$ cat src/rtl/xfr_pkg.sv
package xfr_pkg;

    localparam int WORD_W = 32;

    localparam logic [WORD_W-1:0] MK_END4  = 32'h8000_0000;
    localparam logic [WORD_W-1:0] MK_PRUNE = 32'h8000_0004;
    localparam logic [WORD_W-1:0] MK_ABORT = 32'h8000_0005;
    localparam logic [WORD_W-1:0] MK_ESC   = 32'h8000_0006;
    localparam logic [WORD_W-1:0] MK_NRDY  = 32'h8000_0007;

    // word parked between a marker and the raw word that follows it
    typedef struct packed {
        logic              vld;
        logic              last;
        logic [WORD_W-1:0] word;
    } hold_t;

    typedef enum logic [1:0] {
        CLS_RAW,
        CLS_ESC,
        CLS_TAIL
    } cls_e;

    function automatic logic in_marker_band(input logic [WORD_W-1:0] w);
        return w[WORD_W-1:3] == 29'h1000_0000;
    endfunction

    // end marker: low bits hold (4 - bytes) mod 4, code 0 means 4 bytes
    function automatic logic [WORD_W-1:0] end_marker(input logic [1:0] nb);
        logic [2:0] gap;
        gap = 3'd4 - {1'b0, nb};
        return MK_END4 | {30'd0, gap[1:0]};
    endfunction

endpackage

$ cat src/rtl/xfr_classify.sv
module xfr_classify
    import xfr_pkg::*;
(
    input  logic [WORD_W-1:0] word,
    input  logic              last,
    input  logic [1:0]        nbytes,
    input  logic              abort,
    input  logic              prune,
    input  logic              in_hdr,
    output logic [WORD_W-1:0] emit_word,
    output logic              park,
    output cls_e              cls
);
    always_comb begin
        emit_word = word;
        park      = 1'b0;
        cls       = CLS_RAW;
        if (last) begin
            park = 1'b1;
            cls  = CLS_TAIL;
            if (abort)      emit_word = MK_ABORT;
            else if (prune) emit_word = MK_PRUNE;
            else            emit_word = end_marker(nbytes);
        end else if (!in_hdr && in_marker_band(word)) begin
            park      = 1'b1;
            cls       = CLS_ESC;
            emit_word = MK_ESC;
        end
    end
endmodule

$ cat src/rtl/xfr_hdr_cnt.sv
module xfr_hdr_cnt #(
    parameter int HDR_WORDS = 4
) (
    input  logic clk,
    input  logic rst,
    input  logic clr,
    input  logic step,
    output logic in_hdr
);
    localparam int CNT_W = $clog2(HDR_WORDS + 1);
    localparam logic [CNT_W-1:0] CNT_TOP = CNT_W'(HDR_WORDS);

    logic [CNT_W-1:0] cnt_q;

    assign in_hdr = cnt_q < CNT_TOP;

    always_ff @(posedge clk) begin
        if (rst || clr)          cnt_q <= '0;
        else if (step && in_hdr) cnt_q <= cnt_q + 1'b1;
    end


    hdr_bound_chk: assert property (@(posedge clk) disable iff (rst)
        cnt_q <= CNT_TOP);


    hdr_restart_chk: assert property (@(posedge clk) disable iff (rst)
        clr |=> in_hdr);
endmodule

$ cat src/rtl/xfr_hold.sv
module xfr_hold
    import xfr_pkg::*;
(
    input  logic              clk,
    input  logic              rst,
    input  logic              drop,
    input  logic              load,
    input  logic              last,
    input  logic [WORD_W-1:0] word,
    output hold_t             hold
);
    always_ff @(posedge clk) begin
        if (rst || drop) begin
            hold <= '0;
        end else if (load) begin
            hold.vld  <= 1'b1;
            hold.last <= last;
            hold.word <= word;
        end
    end
endmodule

$ cat src/rtl/xfr_framer.sv
module xfr_framer
    import xfr_pkg::*;
#(
    parameter int HDR_WORDS = 4,
    parameter int FLUSH_W   = 2
) (
    input  logic              clk,
    input  logic              rst,
    input  logic              src_valid,
    output logic              src_ready,
    input  logic [WORD_W-1:0] src_word,
    input  logic              src_last,
    input  logic [1:0]        src_nbytes,
    input  logic              src_abort,
    input  logic              src_prune,
    input  logic [FLUSH_W-1:0] flush_req,
    input  logic              cpu_rd,
    output logic [WORD_W-1:0] cpu_word,
    output logic              frame_waiting
);
    logic              flushing;
    logic              take;
    logic              in_hdr;
    logic              park;
    logic [WORD_W-1:0] emit_word;
    cls_e              cls;
    hold_t             hold_q;
    logic              give_hold;
    logic              frame_done;

    assign flushing      = |flush_req;
    assign give_hold     = cpu_rd && !flushing && hold_q.vld;
    assign take          = cpu_rd && !flushing && !hold_q.vld && src_valid;
    assign src_ready     = flushing || take;
    assign frame_done    = give_hold && hold_q.last;
    assign frame_waiting = !flushing && (src_valid || hold_q.vld);

    xfr_classify u_cls (
        .word      (src_word),
        .last      (src_last),
        .nbytes    (src_nbytes),
        .abort     (src_abort),
        .prune     (src_prune),
        .in_hdr    (in_hdr),
        .emit_word (emit_word),
        .park      (park),
        .cls       (cls)
    );

    xfr_hdr_cnt #(.HDR_WORDS(HDR_WORDS)) u_hdr (
        .clk    (clk),
        .rst    (rst),
        .clr    (flushing || frame_done),
        .step   (take),
        .in_hdr (in_hdr)
    );

    xfr_hold u_hold (
        .clk  (clk),
        .rst  (rst),
        .drop (flushing || give_hold),
        .load (take && park),
        .last (src_last),
        .word (src_word),
        .hold (hold_q)
    );

    always_ff @(posedge clk) begin
        if (rst) begin
            cpu_word <= MK_NRDY;
        end else if (cpu_rd) begin
            if (flushing)        cpu_word <= MK_NRDY;
            else if (hold_q.vld) cpu_word <= hold_q.word;
            else if (src_valid)  cpu_word <= emit_word;
            else                 cpu_word <= MK_NRDY;
        end
    end


    word_hold_chk: assert property (@(posedge clk) disable iff (rst)
        !cpu_rd |=> $stable(cpu_word));


    nrdy_chk: assert property (@(posedge clk) disable iff (rst)
        cpu_rd && !frame_waiting |=> cpu_word == MK_NRDY);


    no_spurious_take_chk: assert property (@(posedge clk) disable iff (rst)
        src_ready && !flushing |-> src_valid && cpu_rd);


    held_blocks_take_chk: assert property (@(posedge clk) disable iff (rst)
        hold_q.vld && !flushing |-> !src_ready);


    tail_parked_chk: assert property (@(posedge clk) disable iff (rst)
        take && src_last |=> hold_q.vld && hold_q.last);


    flush_read_chk: assert property (@(posedge clk) disable iff (rst)
        flushing && cpu_rd |=> cpu_word == MK_NRDY);


    flush_clears_chk: assert property (@(posedge clk) disable iff (rst)
        flushing |=> !hold_q.vld);


    escape_kind_chk: assert property (@(posedge clk) disable iff (rst)
        take && cls == CLS_ESC |=> cpu_word == MK_ESC);
endmodule

$ cat config.mk
export PLATFORM = sky130hd
export DESIGN_NAME = xfr_framer
export DESIGN_NICKNAME = d
export VERILOG_FILES = /design/src/rtl/xfr_pkg.sv /design/src/rtl/xfr_classify.sv /design/src/rtl/xfr_hdr_cnt.sv /design/src/rtl/xfr_hold.sv /design/src/rtl/xfr_framer.sv
export SDC_FILE = /design/constraint.sdc
export NUM_CORES = 1
export LEC_CHECK = 0
export ABC_AREA = 1
export BUFFER_PORTS_ARGS = -buffer_cell sky130_fd_sc_hd__buf_2
export CAP_MARGIN = 5
export CORE_ASPECT_RATIO = 0.5
export CORE_MARGIN = 8
export CORE_UTILIZATION = 53
export CTS_CLUSTER_DIAMETER = 50
export DETAILED_ROUTE_END_ITERATION = 12
export PLACE_DENSITY = 0.76
export SLEW_MARGIN = 30
export SYNTH_ARGS = -nofsm -noshare
export SYNTH_HDL_FRONTEND = slang
export SYNTH_SLANG_ARGS = --single-unit
$ cat constraint.sdc
create_clock -name clk -period 1.4 [get_ports clk]
set_input_delay 0.28 -clock clk [delete_from_list [all_inputs] [get_ports clk]]
set_output_delay 0.28 -clock clk [all_outputs]
set_load 0.01 [all_outputs]
==> results.sh, run 1 <==
export IMPL_final_min_clock_period_ns=1.47
export IMPL_root_buffer="clkbuf_16"
export IMPL_num_antenna_cells=0
export IMPL_post_dp_hpwl_mm=6.93
export IMPL_vias=3589
export IMPL_status="complete, but fails checks"
export IMPL_start_kind="register"
export IMPL_yosys_top_cells_area="dfxtp_1, nand3_1, a221oi_1, nand2_1, a21oi_1"
export IMPL_synth_nets=472
export IMPL_worstPathArrival_ns=1.69
export IMPL_ys_flop_type="dfxtp_1"
export IMPL_ys_types=32
export IMPL_clk_latency_ns=0.33
export IMPL_crit_type="register to register"
export IMPL_portBuffers=76
export IMPL_leakage_uw=0.00191
export IMPL_die_w_um=126
export IMPL_peakVddDrop_uv=768
export IMPL_timing_hold_ws_ns=0.244
export IMPL_synth_common_cells="dfxtp_1, nand2_1, nand3_1"
export IMPL_grt_pass1_vias=3334
export IMPL_wire_per_inst_um=16.6
export IMPL_initial_core_util_pct=53.7
export IMPL_clockBufferDepth=2
export IMPL_grt_max_degree=29
export IMPL_first_pass_iters=5
export IMPL_antenna_found_initial=0
export IMPL_placementRows=20
export IMPL_cts_sinks=69
export IMPL_synth_top_area_share_pct=43.2
export IMPL_ant_nets=0
export IMPL_synthesis_area_um2=3200
export IMPL_final_setup_viol_count=33
export IMPL_drt_iter0_markers=334
export IMPL_dieHeight_um=70.9
export IMPL_ys_seq_elements=69
export IMPL_grt_pass1_wl_mm=16.3
export IMPL_wl_mm=10.4
export IMPL_final_max_slew_viol_count=0
export IMPL_relSlewSlack_pct=76.1
export IMPL_end_kind="register"
export IMPL_cts_buffers_inserted=9
export IMPL_fp_coreArea_um2=5960
export IMPL_pre_cts_ws_ns=-0.216
export IMPL_numPlacedInstances=607
export IMPL_failed_checks="setup timing"
export IMPL_route_detailed_drc=0
export IMPL_top_level_ports=77
export IMPL_ys_seq_area_share_pct=43.2
export IMPL_grt_ovfl_total=0
export IMPL_hold_class="input pin to register"
export IMPL_die_area_um2=8930
export IMPL_via_per_inst=5.71
export IMPL_post_route_util_pct=75.8
export IMPL_synth_warnings=0
export IMPL_ys_async_sr_fraction_pct=0
export IMPL_synthCells=428
export IMPL_postSynthAreaPerCell_um2=7.48
export IMPL_fin_nets=591
export IMPL_cts_htree_levels=3
export IMPL_rsz0062_at_grt="yes"
export IMPL_drive_above_1_share_pct=34.4
export IMPL_max_freq_mhz=680
export IMPL_cp_required_ns=1.62
export IMPL_path_clk_slew_ns=0.05
export IMPL_worstMarginPinSlew_ns=0.356
export IMPL_yosys_cell_count_top_type="dfxtp_1"
export IMPL_yosysTopAreaCell="dfxtp_1"
export IMPL_maxCapViolCount=0
export IMPL_synth_edf_count=0
export IMPL_timing_final_ws_setup_ns=-0.0715
export IMPL_area_growth_pct=41.1
export IMPL_cts_tree="done"
export IMPL_powerDensity_nw_per_um2=1040
export IMPL_stdcell_count=629
export IMPL_grt_usage_pct=22.6
export IMPL_path_max_fanout=17
export IMPL_clock_skew_ns=0.00391
export IMPL_gp_congestion=0.864
export IMPL_final_hold_violation_count=0
export IMPL_post_route_period_util_pct=105
-- path summary, 6_finish.rpt --
check	start	to	slack (ns)	cells past startpoint
setup reg to reg	u_hdr.cnt_q[2]	u_hold.hold[2]	-0.07	10
setup / recovery	u_hdr.cnt_q[2]	u_hold.hold[2]	-0.07	10
hold reg to reg	u_hold.hold[6]	u_hold.hold[6]	0.46	2
hold / removal	src_word[6]	u_hold.hold[6]	0.24	3
-- stage by stage --
stage                     total power [uW]  instance area, um2  setup TNS (ns)
after global placement                2460                3990           -5.84
after global routing                  4840                4520           -3.08
after floorplan                       2220                3200               0
after CTS                             4680                4330         -0.0184
after detailed placement              2470                3990           -7.03
final                                 4690                4520          -0.983
-- layer usage --
layer / vias to the layer above / share of wire (%) / GRT usage [%]
li1: 1702 / - / -
met1: 1689 / 44 / 27.5
met2: 181 / 46 / 37.0
met3: 17 / 8.8 / 8.10
met4: 0 / 1.7 / 7.13
met5: - / 0 / 0
-- power by group --
group	leakage (uW)	total, uW	switching, uW	internal [uW]
Sequential	0.000558	1980	6.40	1970
Combinational	0.00121	487	270	217
Clock	0.000149	2220	810	1410
-- critical path, cell delays in order, from the launching register on --
cell     delay [ns]
dfxtp_2        0.33
nand2_1        0.05
nor2_1         0.10
nand2_1        0.09
nor2_1         0.13
nand2_2        0.11
nand2_8        0.13
nand2_8        0.10
buf_12         0.16
nand2_1        0.08
a21oi_1        0.07
-- what timing repair did --
item                                   4_1_cts  5_1_grt
endpoints found under the hold margin        0        0
gates resized for setup                      9       31
pin swaps                                    6        2
gates cloned                                 0        2
hold buffers                                 0        0
setup buffers                                3        1
setup endpoints to repair                   35       40
-- registers in the layout, summed over array words and instances (netlist names) --
register,flops
u_hold.hold,34
u_hdr.cnt_q,3
cpu_word,32
-- kinds of logic (layout without fill, tap and decap cells) --
logic type | after synthesis | after routing | synth area share (%)
xor gates and xnor gates | 1 | 1 | 0.274
adders and majority gates | 1 | 1 | 0.391
AOI/OAI and AO/OA | 74 | 74 | 15.2
buffers and inverters | 69 | 193 | 10.7
DFF | 69 | 69 | 43.2
and+or+nand+nor | 214 | 214 | 30.2
-- layout by cell type (no fill, tap or decap), types with 5 or more instances in the layout --
| cell type | Yosys | final |
|---|---|---|
| buf_2 | 9 | 74 |
| dfxtp_1 | 69 | 67 |
| nand3_1 | 65 | 65 |
| nand2_1 | 65 | 54 |
| buf_4 | 3 | 53 |
| nor2_1 | 43 | 42 |
| a21oi_1 | 38 | 31 |
| inv_1 | 30 | 30 |
| nor3_1 | 28 | 28 |
| a221oi_1 | 28 | 28 |
| clkbuf_16 | 0 | 11 |
| nand2_2 | 4 | 8 |
| nand2_4 | 2 | 7 |
| a21oi_2 | 0 | 7 |
| buf_12 | 0 | 6 |
| clkinv_2 | 1 | 5 |
| buf_6 | 8 | 5 |
-- layout make-up --
class,instances,area [um2]
multi-input cells,290,1590
inverters,36,136
well taps,77,96.3
clock buffers,11,243
flip-flops and latches,69,1390
repair buffers,141,1010
clock inverters,5,50.0
fillers,456,1440
(Power assumes the default switching activity.)
==> run 2, diff against run 1 <==
CORE_UTILIZATION = 55   (was 53)
PLACE_DENSITY = 0.77   (was 0.76)
SYNTH_HIERARCHICAL = 1   (was not set)
==> run 2 against run 1 <==
Via count up 11%. Global-route usage down 0.30 points. Non-clock buffer count unchanged. Largest cell class unchanged. The run still ends with setup timing left. Power down 2.3%. Combinational power up 14%. Final cell count up 30%. Synthesized cell count up 42%. Clock power down 8%. Die area up 9.1%. Sequential share of layout area down 3.1 points. Fmax down 18%.
==> results.sh, run 2 <==
export IMPL_synth_warnings=6
export IMPL_num_antenna_cells=0
export IMPL_mostFrequentLayoutCells="nand2_1, nor2_1, inv_1, buf_2, dfxtp_1"
export IMPL_end_kind="register"
export IMPL_grt_usage_pct=22.3
export IMPL_peakVddDrop_uv=671
export IMPL_failed_checks="setup timing"
export IMPL_timing_final_ws_setup_ns=-0.399
export IMPL_placementRows=21
export IMPL_grt_pass1_wl_mm=17.5
export IMPL_largest_register_ffs=34
export IMPL_crit_type="register to register"
export IMPL_hold_class="input pin to register"
export IMPL_fin_nets=768
export IMPL_timing_rr_start="u_hdr/cnt_q[2]"
export IMPL_slowest_delay_ns=0.34
export IMPL_final_max_slew_viol_count=0
export IMPL_wl_mm=11.1
export IMPL_clockBufferDepth=2
export IMPL_die_w_um=132
export IMPL_r2r_setup_slack_ns=-0.40
export IMPL_postSynthAreaPerCell_um2=6.09
export IMPL_final_min_clock_period_ns=1.80
export IMPL_top_level_ports=77
export IMPL_relSlewSlack_pct=74.8
export IMPL_dieHeight_um=73.9
export IMPL_cts_htree_levels=3
export IMPL_synthesis_area_um2=3690
export IMPL_worstMarginPinSlew_ns=0.377
export IMPL_area_growth_pct=36.1
export IMPL_root_buffer="clkbuf_16"
export IMPL_fin_area_um2=5020
export IMPL_maxCapViolCount=0
export IMPL_combinationalPowerShare_pct=12.1
export IMPL_path_clk_slew_ns=0.05
export IMPL_post_dp_hpwl_mm=6.65
export IMPL_hold_depth=5
export IMPL_rsz0062_at_grt="yes"
export IMPL_gp_congestion=0.797
export IMPL_seqPwrFrac_pct=43.3
export IMPL_final_hold_violation_count=0
export IMPL_fp_coreArea_um2=6600
export IMPL_wire_per_inst_um=13.6
export IMPL_cp_required_ns=1.62
export IMPL_ant_nets=0
export IMPL_grt_pass1_vias=3774
export IMPL_route_detailed_drc=0
export IMPL_die_area_um2=9740
export IMPL_swShare_pct=23.9
export IMPL_final_common_cell="nand2_1"
export IMPL_stdcell_count=819
export IMPL_crit_path_start="u_hdr/cnt_q[2]"
export IMPL_post_route_util_pct=76.1
export IMPL_synth_nets=650
export IMPL_initial_core_util_pct=55.9
export IMPL_cp_endpoint="u_hold/hold[6]"
export IMPL_clock_power_share_pct=44.6
export IMPL_portBuffers=76
export IMPL_clock_skew_ns=0.00306
export IMPL_switching_power_uw=1100
export IMPL_cts_buffers_inserted=9
export IMPL_max_freq_mhz=556
export IMPL_antenna_found_initial=0
export IMPL_numPlacedInstances=789
export IMPL_largest_register="u_hold/hold"
export IMPL_status="complete, but fails checks"
export IMPL_powerDensity_nw_per_um2=912
export IMPL_clk_latency_ns=0.33
export IMPL_final_setup_viol_count=38
export IMPL_p_total_uw=4580
export IMPL_crit_chain="inv_2 > inv_2 > nand2_2 > nor2_2 > nand2_2 > nor2_4 > nand2_2 > nand2_2 > nor3b_4 > buf_6 > clkbuf_16 > nand2_2 > nand2_1 > nor2_1"
export IMPL_grt_max_degree=34
export IMPL_grt_ovfl_total=0
export IMPL_cts_sinks=69
export IMPL_slowest_stage="dfxtp_2"
export IMPL_post_route_period_util_pct=129
export IMPL_start_kind="register"
export IMPL_top_regs="u_hold/hold x34, cpu_word x32, u_hdr/cnt_q x3"
export IMPL_cts_tree="done"
export IMPL_via_per_inst=4.86
export IMPL_drive_above_1_share_pct=28.6
export IMPL_worstPathArrival_ns=2.02
export IMPL_cp_common_cell="nand2_2"
export IMPL_timing_hold_ws_ns=0.266
export IMPL_synthCells=606
export IMPL_first_pass_iters=5
export IMPL_drt_iter0_markers=279
export IMPL_leakage_uw=0.00247
export IMPL_placed_area_um2=4400
export IMPL_rr_endpoint="u_hold/hold[6]"
export IMPL_cts_hold_buf=0
export IMPL_vias=3979
export IMPL_path_max_fanout=5
export IMPL_p_int_uw=3480
export IMPL_reg2reg_depth=14
-- run 2: worst max-delay path: cells and delay by family, from the launching register on --
| kind | cells | cell delay [ns] |
|---|---|---|
| simple gates | 10 | 0.90 |
| buf+inv | 4 | 0.44 |
| flops | 1 | 0.34 |
-- run 2: cell type report --
cell class,count,area (um2)
multi-input cells,422,1890
fillers,530,1570
flip-flops and latches,69,1390
repair buffers,141,1060
inverters,81,309
clock buffers,12,256
well taps,92,115
clock inverters,2,10.0
-- run 2: how the worst min path moves through the flow --
stage	start	endpoint	slack (ns)
floorplan	u_hold/hold[33]	u_hold/hold[33]	0.43
global placement	cpu_word[23]	cpu_word[23]	0.45
detailed placement	cpu_word[8]	cpu_word[8]	0.45
CTS	src_word[16]	u_hold/hold[16]	0.25
global route	src_word[18]	u_hold/hold[18]	0.27
finish	src_word[24]	u_hold/hold[24]	0.27
-- run 2: metrics by stage --
stage          TNS (ns)  worst slack [ns]
2_1_floorplan     -1.39           -0.0464
4_1_cts           -8.47            -0.248
6_report         -12.06            -0.399
3_3_place_gp     -13.27            -0.404
3_5_place_dp     -14.50            -0.430
5_1_grt          -16.45            -0.495
-- run 2: routing by layer --
metal	up-vias	part of all wire (%)	GRT usage, %
met2	145	48	39.0
li1	2029	-	-
met4	0	1.3	6.94
met5	-	0	0
met1	1787	43	25.8
met3	18	7.4	7.64
-- run 2: power by group through the flow --
stage	logic (uW)	clock network (uW)	registers, uW
6_report	554	2040	1980
5_1_grt	607	2170	1980
4_1_cts	520	2090	1980
3_5_place_dp	497	0	2030
3_3_place_gp	491	0	2030
2_1_floorplan	282	0	2030
-- run 2: what timing repair did --
action,CTS,global route
pin swaps,4,38
hold endpoints to repair,0,0
resized for setup,18,36
gates cloned,2,3
buffers inserted,12,3
endpoints found under the setup margin,39,42
